`config.mk`:
```
export PLATFORM = sky130hd
export DESIGN_NAME = cs_tx_composer
export DESIGN_NICKNAME = d
export VERILOG_FILES = /design/src/rtl/cs_tx_pkg.sv /design/src/rtl/cs_crc8.sv /design/src/rtl/cs_bit_select.sv /design/src/rtl/cs_tx_composer.sv
export SDC_FILE = /design/constraint.sdc
export NUM_CORES = 1
export LEC_CHECK = 0
export BUFFER_PORTS_ARGS = -buffer_cell sky130_fd_sc_hd__buf_2
export CAP_MARGIN = 20
export CELL_PAD_IN_SITES_DETAIL_PLACEMENT = 0
export CELL_PAD_IN_SITES_GLOBAL_PLACEMENT = 1
export CORE_MARGIN = 1
export CORE_UTILIZATION = 44
export DETAILED_ROUTE_END_ITERATION = 10
export PLACE_DENSITY = 0.84
export SETUP_SLACK_MARGIN = 0.2
export SYNTH_ARGS = -nofsm -noshare
export SYNTH_HDL_FRONTEND = slang
export SYNTH_SLANG_ARGS = --single-unit
```
`constraint.sdc`:
```
create_clock -name clk -period 14.95 [get_ports clk]
set_input_delay 2.99 -clock clk [delete_from_list [all_inputs] [get_ports clk]]
set_output_delay 2.99 -clock clk [all_outputs]
set_load 0.02 [all_outputs]
```
`src/rtl/cs_tx_pkg.sv`:
```
package cs_tx_pkg;
    localparam int CS_FRAMES   = 192;
    localparam int CS_BYTE_W   = 8;
    localparam logic [7:0] CS_CRC_POLY = 8'h1D;
    localparam logic [7:0] CS_CRC_INIT = 8'hFF;
    localparam int CS_CH_FIELD = 20;
endpackage

```
`src/rtl/cs_crc8.sv`:
```
module cs_crc8
    import cs_tx_pkg::*;
#(
    parameter int FRAMES = CS_FRAMES,
    localparam int CRC_POS = FRAMES - CS_BYTE_W
) (
    input  logic [FRAMES-1:0]    word,
    output logic [CS_BYTE_W-1:0] crc
);
    logic [CS_BYTE_W-1:0] acc;
    logic                 fb;

    always_comb begin
        acc = CS_CRC_INIT;
        fb  = 1'b0;
        for (int i = 0; i < CRC_POS; i++) begin
            fb  = acc[CS_BYTE_W-1] ^ word[i];
            acc = {acc[CS_BYTE_W-2:0], 1'b0};
            if (fb) acc = acc ^ CS_CRC_POLY;
        end
        crc = acc;
    end
endmodule

```
`src/rtl/cs_bit_select.sv`:
```
module cs_bit_select
    import cs_tx_pkg::*;
#(
    parameter int FRAMES = CS_FRAMES,
    localparam int IDX_W   = $clog2(FRAMES),
    localparam int CRC_POS = FRAMES - CS_BYTE_W
) (
    input  logic [FRAMES-1:0]    word,
    input  logic [CS_BYTE_W-1:0] crc,
    input  logic [IDX_W-1:0]     frame_idx,
    input  logic                 sub_idx,
    input  logic                 cs_src,
    input  logic                 ser_mode,
    input  logic                 aes3_mode,
    input  logic                 stereo,
    input  logic                 crc_en,
    input  logic                 sync_mode,
    input  logic                 u_loop,
    input  logic                 pll_lock,
    input  logic                 ser_c,
    input  logic                 ser_u,
    input  logic                 aux_c,
    input  logic                 aux_u,
    input  logic                 rx_u,
    output logic                 c_sel,
    output logic                 u_sel
);
    logic pro, in_range, in_field, in_crc, word_bit, pins_live;

    always_comb begin
        pro       = word[0];
        in_range  = frame_idx < IDX_W'(FRAMES);
        in_field  = (frame_idx >= IDX_W'(CS_CH_FIELD)) && (frame_idx <= IDX_W'(CS_CH_FIELD + 3));
        in_crc    = frame_idx >= IDX_W'(CRC_POS);
        pins_live = !aes3_mode && !ser_mode;

        if (!in_range)
            word_bit = 1'b0;
        else if (!pro && in_field)
            word_bit = stereo && ((!sub_idx && frame_idx == IDX_W'(CS_CH_FIELD)) ||
                                  ( sub_idx && frame_idx == IDX_W'(CS_CH_FIELD + 1)));
        else if (pro && crc_en && in_crc)
            word_bit = crc[frame_idx[2:0]];
        else
            word_bit = word[frame_idx];

        c_sel = (cs_src ? word_bit : aux_c) | (pins_live & ser_c);

        if (aes3_mode)
            u_sel = aux_u;
        else if (!ser_mode)
            u_sel = ser_u;
        else
            u_sel = sync_mode && u_loop && pll_lock && rx_u;
    end
endmodule

```
`src/rtl/cs_tx_composer.sv`:
```
module cs_tx_composer
    import cs_tx_pkg::*;
#(
    parameter int FRAMES = CS_FRAMES,
    localparam int IDX_W      = $clog2(FRAMES),
    localparam int NBYTES     = FRAMES / CS_BYTE_W,
    localparam int BYTE_IDX_W = $clog2(NBYTES)
) (
    input  logic                  clk,
    input  logic                  rst_n,
    input  logic                  blk_start,
    input  logic [IDX_W-1:0]      frame_idx,
    input  logic                  sub_idx,
    input  logic                  wr_en,
    input  logic [BYTE_IDX_W-1:0] wr_idx,
    input  logic [CS_BYTE_W-1:0]  wr_data,
    input  logic                  xfer_req,
    input  logic [FRAMES-1:0]     rx_status,
    input  logic                  cs_src,
    input  logic                  ser_mode,
    input  logic                  aes3_mode,
    input  logic                  stereo,
    input  logic                  crc_en,
    input  logic                  sync_mode,
    input  logic                  u_loop,
    input  logic                  pll_lock,
    input  logic                  ser_c,
    input  logic                  ser_u,
    input  logic                  aux_c,
    input  logic                  aux_u,
    input  logic                  rx_u,
    output logic                  c_out,
    output logic                  u_out,
    output logic                  xfer_busy
);
    typedef struct packed {
        logic [FRAMES-1:0] active;
        logic [FRAMES-1:0] pending;
        logic              busy;
        logic              req_prev;
        logic              c;
        logic              u;
    } st_t;

    st_t st_d, st_q;

    logic [FRAMES-1:0]    eff_word;
    logic [CS_BYTE_W-1:0] crc_val;
    logic                 commit, req_rise, c_sel, u_sel;

    assign commit   = blk_start && st_q.busy;
    assign req_rise = xfer_req && !st_q.req_prev;
    assign eff_word = commit ? st_q.pending : st_q.active;

    cs_crc8 #(.FRAMES(FRAMES)) u_crc (
        .word (eff_word),
        .crc  (crc_val)
    );

    cs_bit_select #(.FRAMES(FRAMES)) u_sel_blk (
        .word      (eff_word),
        .crc       (crc_val),
        .frame_idx (frame_idx),
        .sub_idx   (sub_idx),
        .cs_src    (cs_src),
        .ser_mode  (ser_mode),
        .aes3_mode (aes3_mode),
        .stereo    (stereo),
        .crc_en    (crc_en),
        .sync_mode (sync_mode),
        .u_loop    (u_loop),
        .pll_lock  (pll_lock),
        .ser_c     (ser_c),
        .ser_u     (ser_u),
        .aux_c     (aux_c),
        .aux_u     (aux_u),
        .rx_u      (rx_u),
        .c_sel     (c_sel),
        .u_sel     (u_sel)
    );

    always_comb begin
        st_d          = st_q;
        st_d.req_prev = xfer_req;
        st_d.c        = c_sel;
        st_d.u        = u_sel;
        if (commit) begin
            st_d.active = st_q.pending;
            st_d.busy   = 1'b0;
        end else if (wr_en && !st_q.busy && wr_idx < BYTE_IDX_W'(NBYTES)) begin
            st_d.active[CS_BYTE_W*int'(wr_idx) +: CS_BYTE_W] = wr_data;
        end
        if (req_rise && !st_q.busy) begin
            st_d.pending = rx_status;
            st_d.busy    = 1'b1;
        end
    end

    always_ff @(posedge clk) begin
        if (!rst_n) st_q <= '0;
        else        st_q <= st_d;
    end

    assign c_out     = st_q.c;
    assign u_out     = st_q.u;
    assign xfer_busy = st_q.busy;

    // an accepted request raises the busy flag on the next edge
    a_r9_busy_set: assert property (@(posedge clk) disable iff (!rst_n)
        (xfer_req && !st_q.req_prev && !xfer_busy) |=> xfer_busy);
    // busy stays up until a block start
    a_r9_busy_hold: assert property (@(posedge clk) disable iff (!rst_n)
        (xfer_busy && !blk_start) |=> xfer_busy);
    // the committing block start clears busy
    a_r9_busy_clear: assert property (@(posedge clk) disable iff (!rst_n)
        (xfer_busy && blk_start) |=> !xfer_busy);
    // stored word frozen while a copy is pending
    a_r3_frozen: assert property (@(posedge clk) disable iff (!rst_n)
        (xfer_busy && !blk_start) |=> $stable(st_q.active));
    // loop path without full enable yields zero
    a_r11_u_zero: assert property (@(posedge clk) disable iff (!rst_n)
        (!aes3_mode && ser_mode && !(sync_mode && u_loop && pll_lock)) |=> !u_out);
    // auxiliary framing drives U from the auxiliary stream
    a_r5_aux_u: assert property (@(posedge clk) disable iff (!rst_n)
        aes3_mode |=> (u_out == $past(aux_u)));
endmodule

```
==> qor.csv, run 1 <==
metric;value;unit
Mapped Nets;3217;
Max Slew Vio Count;0;
synth cell count leaders;500 x nand2_1, 388 x dfxtp_1, 318 x xnor2_1;
H-tree depth reported by CTS;2;
Critical R2R Capture;c_out;
Avg Cell Area, Syn;9.78;um^2
top post-synthesis cells by area;dfxtp_1 27%, xnor3_1 16%, xnor2_1 9.5%;
#FFs+latches synth;388;
Die Width;260;um
Remaining Overflow, GRT;0;
via count;22900;
Crit. End Element;flip-flop;
dpl ws;-305;ps
final WL;91.9;mm
largest stage delay on the critical path;550;ps
Util after Layout;0.518;
Slowest-stage cell, CP;xor3_2;
Pre-antenna DRT Iters;8;
Final Hold Vio Count;0;
initial cell density of the core;0.444;
Detail Placement HPWL;67.4;mm
Ports;235;
core area;65700;um^2
Synthesis Warnings;0;
Gate Count Post-Synth;2983;
ANT cells;0;
Simple-Gate Fraction of Synth Area;0.116;
status;finished with violations;
fmax;69.1;MHz
Vias/cell;5.55;
Port Buf Inserts;234;
die area;67400;um^2
Crit path required time;15430;ps
Detail Route Antenna Nets;0;
Mapped Area;29200;um^2
CTS max path bufs;3;
kind of critical path;primary input to flip-flop;
failing checks;DRC;
CTS sink cnt;388;
GR Util All Layers;0.269;
compound-gate portion of the synthesized area;0.121;
Max Cap Viol;0;
Setup TNS;0;ps
hold buffers post-CTS;0;
Hold Path Sink;st_q[269];
row count;94;
slew margin rel.;0.284;
Setup Skew;22.4;ps
crit path DAT;14950;ps
Worst R2R Setup Slack;1820;ps
EDFF count, synth;0;
First DRT Iteration DRCs;1931;
CP most frequent cell;xnor3_2;
Least-Margin Pin Slew;1070;ps
CTS buffer count;45;
Hold Startpoint;st_q[269];
sequential-to-total area share from yosys stat;0.266;
most frequent cell after synthesis;nand2_1;
Reg2Reg Launch Point;st_q[5];
XOR/XNOR Fraction of Synth Area;0.360;
asr flop ratio synth;0;
first-pass GRT wire length;137;mm
DRC viols;1;
post-synth cell types;60;
CTS clk-pin slew, worst paths;60;ps
gp weighted congestion;0.983;
layout cells sized above 1;0.214;
unrepaired setup endpoints after global routing;false;
Hold Path Depth;2;
area delta synth->final;16.6;%
CP startpoint;blk_start;
clock latency on the worst-skew pair;600;ps
Layout Nets;3460;
R2R cell count;39;
largest family of logic cells by synthesized area;XOR/XNOR gates;
mux share of post-synthesis cell area;0.106;
antenna violations before repair;4;
period utilization;0.968;
Startpoint Class;primary input;
Yosys top cell by area;dfxtp_1;
ys flop type;dfxtp_1;
final setup vio count;0;
number of global-route vias before repair;22200;
worst setup margin;476;ps
Post-Synth Adder-Cell Area;0.000858;
Worst Hold Class;flip-flop to flip-flop;
largest net degree at the start of global routing;121;
top-area cell type share of the netlist area;0.266;
DIE HEIGHT;260;um
WL/cell;22.3;um
CTS Root Cell;clkbuf_16;
CP Max Fanout;19;
CTS tree;done;
crit path time final;14470;ps
[area by class of cell]
class                           count  area (um^2)
Multi-Input combinational cell   2379        21100
Clock inverter                     24          304
Timing Repair Buffer              402         2480
Fill cell                        5947        31700
Tap cell                          864         1080
Sequential cell                   388         7770
Clock buffer                       58         1290
Inverter                           10         45.0
[flip-flops by register name (all words and copies together) (netlist names)]
register	flops
c_out	1
st_q	385
u_out	1
xfer_busy	1
[routing by layer]
layer  vias to the layer above  wire [um]  global-route usage
met5                         -         39                   0
met4                         6       3850               0.110
met3                       183       5480              0.0393
met2                       759      43100               0.443
met1                     11100      39500               0.352
li1                      10900          -                   -
[worst max path at each step]
stage / endpoint / slack (ps) / cells after the start
global route: c_out / 160 / 42
floorplan: c_out / 220 / 33
global placement: c_out / -20 / 37
CTS: c_out / 310 / 36
detailed placement: c_out / -310 / 36
finish: c_out / 480 / 40
[what timing repair did]
action	4_1_cts	5_1_grt
resized for setup	0	68
setup buffers	0	19
setup endpoints to repair	0	1
[kinds of logic after synthesis]
family,count (synthesis)
XOR/XNOR,746
adder cells (fa/ha/maj),2
AO/OA/AOI/OAI,564
buffers and inverters,216
AND/OR/NAND/NOR,834
multiplexers,233
flip-flops,388
[worst max-delay path: cells and delay by family]
family / cells / cell delay, ps
simple gates: 2 / 370
buf+inv: 7 / 1250
compound gates: 1 / 260
mux: 1 / 290
xor+xnor: 29 / 9760
[through the flow]
stage / area, um^2 / instances / hold WS, ps
2_1_floorplan: 29300 / 2983 / 431
4_1_cts: 33500 / 4105 / 451
5_1_grt: 34000 / 4125 / 465
6_report: 34000 / 4125 / 449
3_5_place_dp: 31900 / 4023 / 443
3_3_place_gp: 31900 / 4023 / 437
[cells in the final DEF (no fill, tap or decap), types with 15 or more instances in the layout]
cell | Yosys | routed
and2_1 | 23 | 15
o21ai_0 | 43 | 43
xnor2_2 | 23 | 55
mux2i_1 | 163 | 152
a22oi_1 | 41 | 41
xor3_1 | 27 | 22
nor2_1 | 220 | 220
buf_4 | 4 | 162
and3_1 | 39 | 39
buf_2 | 10 | 233
xnor3_2 | 21 | 38
xor2_1 | 133 | 127
xnor3_1 | 209 | 192
a21oi_1 | 271 | 270
mux4_2 | 59 | 59
clkbuf_16 | 0 | 47
xnor2_1 | 318 | 284
nand2_1 | 500 | 499
nand3_1 | 15 | 15
a211oi_1 | 44 | 44
dfxtp_1 | 388 | 388
a221oi_1 | 49 | 49
a21boi_0 | 76 | 76
Power of run 1 is left out: the tool's default activity adds up to more than one toggle a clock period on the data nets, which glitch-free logic cannot reach.
==> inputs of run 2 (changes only) <==
- CORE_MARGIN: 1 -> default
- CORE_UTILIZATION: 44 -> 45
- CTS_BUF_LIST: default -> sky130_fd_sc_hd__clkbuf_8
- PLACE_DENSITY: 0.84 -> 0.86
==> run 2 against run 1 <==
- count of clock-buffer cells in the layout rose by 33
- global-route usage rose by 2.7 points
- die area fell by 2.2%
- the flow now finishes without violations
- sequential cell count did not move
==> qor.csv, run 2 (synthesis gave the netlist of run 1 again) <==
metric;value;unit;change
Remaining Overflow, GRT;0;;unchanged
CTS tree;done;;unchanged
gp weighted congestion;0.981;;was 0.983
row count;92;;was 94
Ports;235;;unchanged
final WL;98.0;mm;was 91.9 mm
Worst R2R Setup Slack;1850;ps;was 1820 ps
CP startpoint;blk_start;;unchanged
Placed Area;32600;um^2;was 31,900 um^2
CTS buffer count;72;;was 45
Worst Hold Class;flip-flop to flip-flop;;unchanged
area delta synth->final;17.6;%;was 16.6%
Die Width;257;um;was 260 um
Least-Margin Pin Slew;1220;ps;was 1070 ps
Reg2Reg Launch Point;st_q[200];;was st_q[5]
Crit. End Element;flip-flop;;unchanged
grt met2 use;0.510;;was 0.443
Layout Nets;3567;;was 3,460
slew margin rel.;0.177;;was 0.284
die area;65900;um^2;was 67,400 um^2
most frequent cells in the layout;499 x nand2_1, 388 x dfxtp_1, 303 x xnor2_1;;was 499 x nand2_1, 388 x dfxtp_1, 284 x xnor2_1
Port Buf Inserts;234;;unchanged
period utilization;0.962;;was 0.968
met3 usage;0.0510;;was 0.0393
met1 Use GR;0.375;;was 0.352
via count;23600;;was 22,900
DIE HEIGHT;257;um;was 260 um
crit path DAT;14950;ps;about the same
Detail Placement HPWL;73.2;mm;was 67.4 mm
first-pass GRT wire length;147;mm;was 137 mm
CP most frequent cell;xnor3_1;;was xnor3_2
number of global-route vias before repair;23700;;was 22,200
status;finished clean;;was finished with violations
commonest non-fill, non-tap cell in the layout;nand2_1;;unchanged
Max Slew Vio Count;0;;unchanged
crit path time final;14380;ps;was 14,470 ps
core area;63500;um^2;was 65,700 um^2
Slowest-stage cell, CP;xnor3_2;;was xor3_2
GR Util All Layers;0.295;;was 0.269
Pre-antenna DRT Iters;7;;was 8
GR peak layer;met2;;unchanged
WL/cell;23.1;um;was 22.3 um
layout cells sized above 1;0.226;;was 0.214
Crit path required time;15520;ps;was 15,430 ps
Final Hold Vio Count;0;;unchanged
H-tree depth reported by CTS;3;;was 2
unrepaired setup endpoints after global routing;false;;unchanged
CP Max Fanout;10;;was 19
Critical R2R Capture;c_out;;unchanged
hold buffers post-CTS;0;;unchanged
CTS max path bufs;3;;unchanged
CTS clk-pin slew, worst paths;70;ps;was 60 ps
Critical path destination;c_out;;unchanged
R2R cell count;36;;was 39
kind of critical path;primary input to flip-flop;;unchanged
Detail Route Antenna Nets;0;;unchanged
DRC viols;0;;was 1
Startpoint Class;primary input;;unchanged
initial cell density of the core;0.459;;was 0.444
largest net degree at the start of global routing;193;;was 121
CTS Root Cell;clkbuf_8;;was clkbuf_16
fmax;69.5;MHz;was 69.1 MHz
CTS sink cnt;388;;unchanged
Top reg by flops;st_q;;unchanged
Largest register FFs;385;;unchanged
design area;34300;um^2;was 34,000 um^2
Vias/cell;5.57;;was 5.55
Setup Skew;14.8;ps;was 22.4 ps
antenna violations before repair;7;;was 4
largest stage delay on the critical path;510;ps;was 550 ps
First DRT Iteration DRCs;1876;;was 1,931
final setup vio count;0;;unchanged
Max Cap Viol;0;;unchanged
clock latency on the worst-skew pair;680;ps;was 600 ps
-- run 2: cell count changes in the layout (fill, tap and decap cells not counted), sizes merged --
| cell | change |
|---|---|
| buf | +81 |
| bufinv | -2 |
| clkbuf | +32 |
| clkinv | -3 |
| diode | +2 |
| inv | +19 |
-- run 2: worst min-delay path by stage --
| stage | slack [ps] | cells past startpoint | from | endpoint |
|---|---|---|---|---|
| after floorplan | 430 | 2 | st_q[252] | st_q[252] |
| after CTS | 450 | 2 | st_q[255] | st_q[255] |
| after detailed placement | 440 | 2 | st_q[255] | st_q[255] |
| after global placement | 440 | 2 | st_q[256] | st_q[256] |
| after global routing | 470 | 2 | st_q[265] | st_q[265] |
| final | 450 | 2 | st_q[262] | st_q[262] |
-- run 2: cell type report --
type / count / area (um^2)
Antenna cell: 2 / 5.00
Fill cell: 5771 / 29200
Inverter: 10 / 45.0
Tap cell: 846 / 1060
Multi-Input combinational cell: 2379 / 20800
Clock buffer: 91 / 1250
Sequential cell: 388 / 7770
Timing Repair Buffer: 482 / 3090
Clock inverter: 38 / 292
-- run 2: per-stage QoR --
stage,TNS [ps],instances,util,worst slack (ps),hold slack [ps]
2_1_floorplan,0,2983,-,222,431
3_3_place_gp,-135,4104,0.514,-135,437
3_5_place_dp,-269,4104,0.514,-269,444
4_1_cts,0,4233,0.538,410,452
5_1_grt,0,4235,0.540,210,467
6_report,0,4236,0.540,567,451
-- run 2: critical path: cells and delay by family --
| kind | cells | cell delay, ps |
|---|---|---|
| XOR/XNOR | 29 | 10480 |
| buffers and inverters | 4 | 750 |
| AND/OR/NAND/NOR | 2 | 200 |
| AO/OA/AOI/OAI | 2 | 520 |
-- run 2: metal layers --
| layer | up-vias | share of wire | wire (um) |
|---|---|---|---|
| li1 | 11100 | - | - |
| met5 | - | 0.00046 | 45 |
| met3 | 185 | 0.058 | 5700 |
| met2 | 810 | 0.49 | 48200 |
| met1 | 11500 | 0.42 | 41000 |
| met4 | 8 | 0.032 | 3150 |
-- run 2: what timing repair did --
item | CTS | global route
gates resized for setup | 0 | 15
endpoints found under the setup margin | 0 | 1
buffers inserted | 0 | 0
Power of run 2 is left out for the same reason.
==> inputs of run 3 (changes only) <==
- RECOVER_POWER: default -> 25
==> run 3 against run 2 <==
- the run now ends with capacitance limit, slew limit left
- routed wire length hardly changed
- first-iteration DRC count is 1.3% lower
- utilization is 0.051 points lower
- cell count stayed put
- count of clock-buffer cells in the layout stayed put
- sequential cell count stayed put
- register-to-register slack hardly changed
- setup slack better by 1.0 ps
- global-route usage stayed put
- sequential share of layout area hardly changed
- critical path depth stayed put
- fmax hardly changed
==> qor.csv, run 3 (synthesis gave the netlist of run 1 again) <==
metric;value;unit;change
CTS max path bufs;3;;unchanged
Layout Nets;3567;;unchanged
crit path DAT;14950;ps;about the same
first-pass GRT wire length;147;mm;unchanged
Worst R2R Setup Slack;1860;ps;was 1850 ps
kind of critical path;primary input to flip-flop;;unchanged
via count;23600;;about the same
GR Util All Layers;0.295;;unchanged
initial cell density of the core;0.459;;unchanged
number of global-route vias before repair;23700;;unchanged
H-tree depth reported by CTS;3;;unchanged
Die Width;257;um;unchanged
largest net degree at the start of global routing;193;;unchanged
status;finished with violations;;was finished clean
largest stage delay on the critical path;510;ps;about the same
Vias/cell;5.58;;was 5.57
core area;63500;um^2;unchanged
unrepaired setup endpoints after global routing;false;;unchanged
Largest register FFs;385;;unchanged
WL/cell;23.1;um;about the same
Port Buf Inserts;234;;unchanged
Setup Skew;13.9;ps;was 14.8 ps
Detail Route Antenna Nets;0;;unchanged
GR peak layer;met2;;unchanged
met3 usage;0.0510;;unchanged
Worst Hold Class;flip-flop to flip-flop;;unchanged
CTS buffer count;72;;unchanged
Crit path required time;15520;ps;about the same
area of the multi-input gates;20800;um^2;about the same
met1 Use GR;0.375;;unchanged
clock latency on the worst-skew pair;680;ps;about the same
failing checks;capacitance limit, slew limit;;
final WL;98.1;mm;was 98.0 mm
period utilization;0.962;;about the same
Top reg by flops;st_q;;unchanged
gp weighted congestion;0.981;;unchanged
crit path time final;14380;ps;about the same
layout cells sized above 1;0.224;;was 0.226
Post-CTS Setup Bufs;0;;unchanged
fmax;69.5;MHz;about the same
fill cell count;5776;;was 5,771
CTS Root Cell;clkbuf_8;;unchanged
register area;7770;um^2;unchanged
CTS sink cnt;388;;unchanged
DRC viols;0;;unchanged
CTS clk-pin slew, worst paths;60;ps;was 70 ps
Slowest-stage cell, CP;xnor3_2;;unchanged
Least-Margin Pin Slew;7740;ps;was 1220 ps
row count;92;;unchanged
slew margin rel.;-4.16;;was 0.177
CP Max Fanout;10;;unchanged
commonest non-fill, non-tap cell in the layout;nand2_1;;unchanged
Final Hold Vio Count;0;;unchanged
Pre-antenna DRT Iters;5;;was 7
Top delay family on crit path;XOR/XNOR gates;;unchanged
Max Slew Vio Count;285;;was 0
CTS tree;done;;unchanged
Detail Placement HPWL;73.2;mm;unchanged
CP most frequent cell;xnor3_1;;unchanged
Startpoint Class;primary input;;unchanged
CP Buf/Inv Count;4;;unchanged
Crit. End Element;flip-flop;;unchanged
Max Cap Viol;2;;was 0
grt met2 use;0.510;;unchanged
area delta synth->final;17.5;%;was 17.6%
Remaining Overflow, GRT;0;;unchanged
Setup TNS;0;ps;unchanged
Util after Layout;0.540;;about the same
Ports;235;;unchanged
DIE HEIGHT;257;um;unchanged
final setup vio count;0;;unchanged
die area;65900;um^2;unchanged
antenna violations before repair;7;;unchanged
most frequent cells in the layout;499 x nand2_1, 388 x dfxtp_1, 303 x xnor2_1;;unchanged
First DRT Iteration DRCs;1851;;was 1,876
==> run 3: tightest hold or removal path, cell delays in order (launching register included) <==
cell,delay (ps)
dfxtp_1,310
nand2_1,50
a21oi_1,50
==> run 3: metal layers <==
layer  wire [um]  share of wire  vias to the layer above
met4        3260          0.033                        8
met5          45        0.00046                        -
li1            -              -                    11100
met1       40800           0.42                    11500
met3        5890          0.060                      194
met2       48100           0.49                      832
==> run 3: stage by stage <==
step	area, um^2	instances	hold WS, ps	setup WS [ps]
after floorplan	29300	2983	431	222
final	34300	4236	452	568
after detailed placement	32600	4104	444	-269
after global routing	34300	4235	467	199
after CTS	34200	4233	452	410
after global placement	32600	4104	437	-135
==> run 3: timing repair <==
| item | CTS | global route |
|---|---|---|
| hold buffers | 0 | 0 |
| resized for setup | 0 | 15 |
| setup endpoints to repair | 0 | 1 |
==> run 3: final timing paths <==
| path | startpoint | cells past startpoint | end |
|---|---|---|---|
| max | blk_start | 37 | c_out |
| min | st_q[262] | 2 | st_q[262] |
| max reg2reg | st_q[200] | 36 | c_out |
| min reg2reg | st_q[262] | 2 | st_q[262] |
==> run 3: cell type report <==
class                   count  area share
clock inverters            38     0.00850
well taps                 846      0.0309
multi-input cells        2379       0.607
diodes                      2    0.000146
flip-flops and latches    388       0.227
clock buffers              91      0.0365
repair buffers            482      0.0893
inverters                  10     0.00131
Power of run 3 is left out for the same reason.
